[src/rtl/tac_pkg.sv]
package tac_pkg;

  typedef enum logic [3:0] {
    OP_IDLE    = 4'd0,
    OP_LDA_BUS = 4'd1,
    OP_MOV_RA  = 4'd2,
    OP_OUT_R   = 4'd3,
    OP_OUT_A   = 4'd4,
    OP_LDR_BUS = 4'd5,
    OP_LDA_ALT = 4'd6,
    OP_ADD     = 4'd7,
    OP_IOR     = 4'd8,
    OP_IAND    = 4'd9,
    OP_INV     = 4'd10
  } op_e;

  typedef enum logic [2:0] {
    ASRC_BUS,
    ASRC_ADD,
    ASRC_IOR,
    ASRC_IAND,
    ASRC_INV
  } a_src_e;

  typedef struct packed {
    logic   a_en;
    a_src_e a_src;
    logic   r_en;
    logic   r_from_bus;
    logic   o_en;
    logic   o_from_acc;
  } ctl_t;

endpackage

[src/rtl/tac_rst_sync.sv]
module tac_rst_sync #(
  parameter int STAGES = 2
) (
  input  logic clk,
  input  logic rst_n,
  output logic rst_sync_n
);

  logic [STAGES-1:0] chain_q;
  logic [STAGES-1:0] chain_d;

  always_comb begin
    chain_d = {chain_q[STAGES-2:0], 1'b1};
  end

  always_ff @(posedge clk or negedge rst_n) begin
    if (!rst_n) begin
      chain_q <= '0;
    end else begin
      chain_q <= chain_d;
    end
  end

  assign rst_sync_n = chain_q[STAGES-1];

endmodule

[src/rtl/tac_decode.sv]
module tac_decode
  import tac_pkg::*;
#(
  parameter int OP_W = 4
) (
  input  logic [OP_W-1:0] op_i,
  output ctl_t            ctl_o
);

  always_comb begin
    ctl_o            = '0;
    ctl_o.a_src      = ASRC_BUS;
    unique case (op_i)
      OP_LDA_BUS, OP_LDA_ALT: begin
        ctl_o.a_en  = 1'b1;
        ctl_o.a_src = ASRC_BUS;
      end
      OP_MOV_RA: begin
        ctl_o.r_en       = 1'b1;
        ctl_o.r_from_bus = 1'b0;
      end
      OP_LDR_BUS: begin
        ctl_o.r_en       = 1'b1;
        ctl_o.r_from_bus = 1'b1;
      end
      OP_OUT_R: begin
        ctl_o.o_en       = 1'b1;
        ctl_o.o_from_acc = 1'b0;
      end
      OP_OUT_A: begin
        ctl_o.o_en       = 1'b1;
        ctl_o.o_from_acc = 1'b1;
      end
      OP_ADD: begin
        ctl_o.a_en  = 1'b1;
        ctl_o.a_src = ASRC_ADD;
      end
      OP_IOR: begin
        ctl_o.a_en  = 1'b1;
        ctl_o.a_src = ASRC_IOR;
      end
      OP_IAND: begin
        ctl_o.a_en  = 1'b1;
        ctl_o.a_src = ASRC_IAND;
      end
      OP_INV: begin
        ctl_o.a_en  = 1'b1;
        ctl_o.a_src = ASRC_INV;
      end
      default: begin
        ctl_o = ctl_o;
      end
    endcase
  end

endmodule

[src/rtl/tac_alu.sv]
module tac_alu
  import tac_pkg::*;
#(
  parameter int W = 8
) (
  input  a_src_e       sel_i,
  input  logic [W-1:0] acc_i,
  input  logic [W-1:0] gpr_i,
  input  logic [W-1:0] bus_i,
  output logic [W-1:0] y_o
);

  logic [W:0] sum_full;

  assign sum_full = {1'b0, acc_i} + {1'b0, gpr_i};

  always_comb begin
    unique case (sel_i)
      ASRC_ADD:  y_o = sum_full[W-1:0];
      ASRC_IOR:  y_o = acc_i | gpr_i;
      ASRC_IAND: y_o = acc_i & gpr_i;
      ASRC_INV:  y_o = ~acc_i;
      default:   y_o = bus_i;
    endcase
  end

endmodule

[src/rtl/tac_reg.sv]
module tac_reg #(
  parameter int W = 8
) (
  input  logic         clk,
  input  logic         rst_n,
  input  logic         en_i,
  input  logic [W-1:0] d_i,
  output logic [W-1:0] q_o
);

  always_ff @(posedge clk or negedge rst_n) begin
    if (!rst_n) begin
      q_o <= '0;
    end else if (en_i) begin
      q_o <= d_i;
    end
  end

endmodule

[src/rtl/tiny_acc_core.sv]
module tiny_acc_core
  import tac_pkg::*;
#(
  parameter int DATA_W    = 8,
  parameter int OP_W      = 4,
  parameter int RST_STAGE = 2
) (
  input  logic              clk,
  input  logic              rst_n,
  input  logic [OP_W-1:0]   op_code,
  input  logic [DATA_W-1:0] data_in,
  output logic [DATA_W-1:0] acc_q,
  output logic [DATA_W-1:0] gpr_q,
  output logic [DATA_W-1:0] out_q
);

  localparam int NREG = 3;

  logic              rst_sync_n;
  ctl_t              ctl;
  logic [DATA_W-1:0] acc_next;
  logic [DATA_W-1:0] gpr_next;
  logic [DATA_W-1:0] out_next;

  logic [NREG-1:0]              reg_en;
  logic [NREG-1:0][DATA_W-1:0]  reg_d;
  logic [NREG-1:0][DATA_W-1:0]  reg_q;

  tac_rst_sync #(.STAGES(RST_STAGE)) u_rst_sync (
    .clk        (clk),
    .rst_n      (rst_n),
    .rst_sync_n (rst_sync_n)
  );

  tac_decode #(.OP_W(OP_W)) u_decode (
    .op_i  (op_code),
    .ctl_o (ctl)
  );

  tac_alu #(.W(DATA_W)) u_alu (
    .sel_i (ctl.a_src),
    .acc_i (acc_q),
    .gpr_i (gpr_q),
    .bus_i (data_in),
    .y_o   (acc_next)
  );

  always_comb begin
    gpr_next = ctl.r_from_bus ? data_in : acc_q;
    out_next = ctl.o_from_acc ? acc_q : gpr_q;
  end

  assign reg_en = {ctl.o_en, ctl.r_en, ctl.a_en};
  assign reg_d  = {out_next, gpr_next, acc_next};

  for (genvar g = 0; g < NREG; g++) begin : g_reg
    tac_reg #(.W(DATA_W)) u_reg (
      .clk   (clk),
      .rst_n (rst_sync_n),
      .en_i  (reg_en[g]),
      .d_i   (reg_d[g]),
      .q_o   (reg_q[g])
    );
  end

  assign acc_q = reg_q[0];
  assign gpr_q = reg_q[1];
  assign out_q = reg_q[2];

endmodule

[config.mk]
export PLATFORM = sky130hd
export DESIGN_NAME = tiny_acc_core
export DESIGN_NICKNAME = d
export VERILOG_FILES = /design/src/rtl/tac_pkg.sv /design/src/rtl/tac_rst_sync.sv /design/src/rtl/tac_decode.sv /design/src/rtl/tac_alu.sv /design/src/rtl/tac_reg.sv /design/src/rtl/tiny_acc_core.sv
export SDC_FILE = /design/constraint.sdc
export NUM_CORES = 1
export LEC_CHECK = 0
export BUFFER_PORTS_ARGS = -buffer_cell sky130_fd_sc_hd__buf_2
export CAP_MARGIN = 10
export CELL_PAD_IN_SITES_DETAIL_PLACEMENT = 1
export CELL_PAD_IN_SITES_GLOBAL_PLACEMENT = 1
export CORE_MARGIN = 2
export CORE_UTILIZATION = 41
export DETAILED_ROUTE_END_ITERATION = 12
export GPL_ROUTABILITY_DRIVEN = 0
export HOLD_SLACK_MARGIN = 0.05
export PLACE_DENSITY = 0.9
export SYNTH_ARGS = -nofsm -noshare
export SYNTH_HDL_FRONTEND = slang
export SYNTH_SLANG_ARGS = --single-unit
[constraint.sdc]
create_clock -name clk -period 0.95 [get_ports clk]
set_input_delay 0.19 -clock clk [delete_from_list [all_inputs] [get_ports clk]]
set_output_delay 0.19 -clock clk [all_outputs]
set_load 0.02 [all_outputs]
==> key figures, run 1 <==
Run status
  • Status: stopped before the end
  • Stopped at: 4_1_cts
  • First error: [ERROR DPL-0033] detailed placement checks failed during check placement.

Die
  • Chip width: 74.4 um
  • Ports: 38
  • Initial Utilization: 42.8%
  • Num rows: 25
  • Die height: 74.4 um

Clock tree
  • Hold buffer count at cts: 1
  • Htree depth: 1
  • Root Driver: clkbuf_8
  • Sink Count: 26
  • CTS Buf Count: 3
  • Post-CTS setup repair buffer count: 25
  • PostCTS Resize Cnt: between 100 and 150
  • Clk buf depth: 2

Synth
  • Synth unique cells: 52
  • Mean Syn Cell Area: between 8 and 9 sq um
  • Cell Area, Synth: roughly 2000 sq um
  • Mapped Cells: 239
  • Register area share after synthesis: 32.0%
  • Synth Net Count: 270
  • Synth area leader: dfrtp_1
  • Main area contributors after synthesis: dfrtp_1 (32%), ha_1 (9.8%), mux2i_1 (5.4%)
  • Synth Register Bits: 26
  • Async set or reset register ratio after synthesis: 100%
  • Count leader, synth: nand2_1
  • Yosys warns: 0
  • Top post-synthesis cells by count: nand2_1 (28), dfrtp_1 (26), inv_1 (23)
  • Top FF cell, synth: dfrtp_1
  • Post-synth top area share: 32.0%
  • Number of enable flip-flop cells after synthesis: 0

Placement
  • Dpl hpwl: ~6.5 mm
  • Port Buf Inserts: 37
[logic make-up after synthesis]
logic type / after synthesis / share of synthesized area (%)
AO/OA/AOI/OAI: 66 / 20.5
buffers and inverters: 34 / 7.69
adder cells (fa/ha/maj): 17 / 10.8
flip-flops: 26 / 32.0
other: 1 / 0.184
multiplexers: 14 / 7.08
XOR/XNOR: 4 / 1.72
AND/OR/NAND/NOR: 77 / 20.0
[per-stage QoR]
stage / std cells / setup TNS, ns / util, % / setup WS [ns] / instance area [sq um]
floorplan: 239 / -8.80 / - / -0.834 / 2200
global placement: 405 / -13.44 / 62.2 / -0.823 / 2960
detailed placement: 405 / -15.45 / 62.2 / -0.967 / 2960
==> inputs of run 2 (changes only) <==
--- a/config.mk
+++ b/config.mk
@@ -7,14 +7,11 @@
 export LEC_CHECK = 0
 export BUFFER_PORTS_ARGS = -buffer_cell sky130_fd_sc_hd__buf_2
 export CAP_MARGIN = 10
-export CELL_PAD_IN_SITES_DETAIL_PLACEMENT = 1
-export CELL_PAD_IN_SITES_GLOBAL_PLACEMENT = 1
 export CORE_MARGIN = 2
-export CORE_UTILIZATION = 41
+export CORE_UTILIZATION = 35
 export DETAILED_ROUTE_END_ITERATION = 12
 export GPL_ROUTABILITY_DRIVEN = 0
-export HOLD_SLACK_MARGIN = 0.05
-export PLACE_DENSITY = 0.9
+export PLACE_DENSITY_LB_ADDON = 0.15
 export SYNTH_ARGS = -nofsm -noshare
 export SYNTH_HDL_FRONTEND = slang
 export SYNTH_SLANG_ARGS = --single-unit
==> key figures, run 2 <==
Finish
  • Commonest non-fill, non-tap cell in the layout: buf_6
  • Largest Register: g.u_reg.q_o
  • ANT cells: 0
  • Most frequent cells in the layout: buf_6 (53), buf_4 (49), nand2_1 (26), o21ai_1 (15), dfrtp_2 (15)
  • Biggest regs: g.u_reg.q_o (24), u_rst_sync.chain_q (2)
  • Layout cells sized above 1: 56.4%
  • Area Growth Syn to Fin: 77.4%
  • Layout Nets: roughly 390
  • Max FFs per register: 24

Clock tree
  • CTS Buf Count: 3 (unchanged)
  • Clk_lat worst skew: 0.28 ns
  • Htree depth: 1 (unchanged)
  • Clk buf depth: 2 (unchanged)
  • Sink Count: 26 (unchanged)
  • TritonCTS clock tree: done
  • Root Driver: clkbuf_8 (unchanged)
  • Clock-pin slew on the worst setup and hold paths: 0.09 ns

Placement
  • Port Buf Inserts: 37 (unchanged)
  • Dpl hpwl: 4.68 mm (was 6.46 mm)

Synth
  • Number of enable flip-flop cells after synthesis: 0 (unchanged)
  • Synth area leader: dfrtp_1 (unchanged)
  • Mapped Cells: 239 (unchanged)
  • Main area contributors after synthesis: dfrtp_1 (32%), ha_1 (9.8%), mux2i_1 (5.4%) (unchanged)
  • Yosys warns: 0 (unchanged)
  • Synth unique cells: 52 (unchanged)
  • Count leader, synth: nand2_1 (unchanged)
  • Synth Area in XOR/XNOR: 1.72% (unchanged)
  • Combinational family with the most area after synthesis: compound AO/OA/AOI/OAI gates (unchanged)
  • Post-synth top area share: 32.0% (unchanged)
  • Top post-synthesis cells by count: nand2_1 (28), dfrtp_1 (26), inv_1 (23) (unchanged)
  • Post-synthesis simple-gate area fraction: 20.0% (unchanged)
  • Cell Area, Synth: 2030 sq um (unchanged)
  • Register area share after synthesis: 32.0% (unchanged)
  • Synth Register Bits: 26 (unchanged)
  • Mean Syn Cell Area: 8.51 sq um (unchanged)
  • Synth Net Count: 270 (unchanged)
  • Post-synthesis compound-gate area fraction: 20.5% (unchanged)
  • Adder-cell share of the synthesized area: 10.8% (unchanged)
  • Top FF cell, synth: dfrtp_1 (unchanged)
  • Async set or reset register ratio after synthesis: 100% (unchanged)
  • Mux contribution to synthesized area: 7.08% (unchanged)

Global route
  • Total GRT Usage: between 20 and 25%
  • Number of global-route vias before repair: approximately 2,200
  • Remaining Overflow, GRT: 0
  • Initial antenna violation count: 0
  • First-pass GRT wire length: 10.8 mm
  • Largest net degree at the start of global routing: 17

Pwr
  • Net load switching power: approximately 2700 uW
  • Comb pwr share: between 60% and 70%
  • IR drop worst, VDD: 1.16 mV
  • Power Internal: about 4100 uW
  • Sw Share: 39.6%
  • P per Cell Area: about 1900 nW/um^2
  • Clock power share: 11.0%
  • Part of the power in registers: 24.6%
  • Overall Power: 6810 uW
  • P_leak: 0.00159 uW

Run status
  • Status: finished with violations (was stopped before the end)
  • Failing checks: setup timing

Flow run
  • Max Cap Viol: 0

Routing
  • TritonRoute pass-1 iters: 4
  • Wire length per cell: 15.1 um
  • Final wirelength: 6.42 mm
  • Initial drt markers: 77
  • Drt drc: 0
  • Via Count: approximately 2,200
  • Final ANT Viol Nets: 0
  • Via-per-instance ratio: 5.09

Critical path
  • Setup crit start: g_reg[0].u_reg.q_o[0]
  • Critical R2R Launch: g_reg[0].u_reg.q_o[0]
  • Worst-path fanout max: 3
  • CP Class: reg2reg
  • Worst EP required: 1.12 ns
  • Crit path capture type: register
  • Arr. time, crit path: 1.91 ns
  • Startpoint Class: register

Min path
  • HP Class: in2reg
  • Worst hold path startpoint: data_in[4]

STA
  • Final worst slack: -0.790 ns
  • Slew Limit Fails: 0
  • Hold WS: about 0.15 ns
  • Hold Violations, Final: 0
  • Setup Skew: 0.00802 ns
  • Setup repair after global routing missed its margin: true
  • Period utilisation layout: 183%
  • Final setup vio count: 45
  • Peak Freq: roughly 570 MHz
  • Post-route minimum period: 1.74 ns

Die
  • Core ar.: approximately 5600 sq um
  • Initial Utilization: 36.5% (was 42.8%)
  • Num rows: 27 (was 25)
  • Ports: 38 (unchanged)
  • Die ar.: 6430 sq um
  • Chip width: 80.2 um (was 74.4 um)
  • Die height: 80.2 um (was 74.4 um)
==> run 2: per-stage QoR <==
step           util, %  std cells  setup TNS (ns)  setup WS, ns  area (sq um)
3_3_place_gp      52.4        406          -14.12        -0.824          2920
2_1_floorplan        -        239           -8.80        -0.834          2200
5_1_grt           64.7        425          -12.89        -0.875          3610
4_1_cts           62.1        421          -10.94        -0.814          3460
6_report          64.7        425          -10.46        -0.790          3610
3_5_place_dp      52.4        406          -14.34        -0.832          2920
==> run 2: cell type report <==
type	count	area, sq um
clock buffers	4	55.1
fillers	470	1970
inverters	23	91.3
multi-input cells	179	1500
flip-flops and latches	26	669
well taps	72	90.1
repair buffers	121	1200
==> run 2: power by group through the flow <==
stage | sequential (uW) | combinational [uW] | clock [uW]
after detailed placement | 1620 | 3290 | 0
after global placement | 1610 | 3280 | 0
final | 1670 | 4380 | 751
after CTS | 1660 | 4020 | 775
after global routing | 1710 | 4770 | 817
after floorplan | 2050 | 1570 | 0
==> run 2: logic make-up (layout without fill, tap and decap cells) <==
kind of cell,count (synthesis),after routing
mux,14,14
other cells,1,1
flops,26,26
fa+ha+maj,17,17
xor+xnor,4,4
buf+inv,34,148
simple gates,77,77
compound gates,66,66
==> run 2: repair_timing <==
item / 4_1_cts / 5_1_grt
gates cloned: 1 / 0
gates resized for setup: 105 / 29
setup buffers: 10 / 9
hold endpoints to repair: 2 / 0
pin swaps: 27 / 12
setup endpoints to repair: 48 / 48
hold buffers: 1 / 0
==> run 2: worst paths after layout <==
kind	to	slack, ns	cells past startpoint
setup / recovery	g_reg[0].u_reg.q_o[2]	-0.79	7
hold / removal	g_reg[1].u_reg.q_o[4]	0.15	3
setup reg to reg	g_reg[0].u_reg.q_o[2]	-0.79	7
hold reg to reg	g_reg[2].u_reg.q_o[2]	0.19	1
max in group asynchronous	g_reg[1].u_reg.q_o[4]	0.51	1
min in group asynchronous	g_reg[2].u_reg.q_o[2]	0.19	1
==> run 2: critical path, stage by stage, from the launching register on <==
cell and delay, ns:
dfrtp_2 0.43, ha_4 0.17, fa_2 0.37, buf_4 0.15, xor2_1 0.13, a32oi_1 0.15, a22o_1 0.17, a21oi_1 0.06
==> run 2: metal layers <==
layer  wire, um  vias up  track usage [%]
met3        198        5             2.70
li1           -     1065                -
met5          0        -                0
met1       2960     1052             28.6
met2       3240       40             38.2
met4         25        0             2.54
Note: power is estimated with default switching activity, not from simulation.
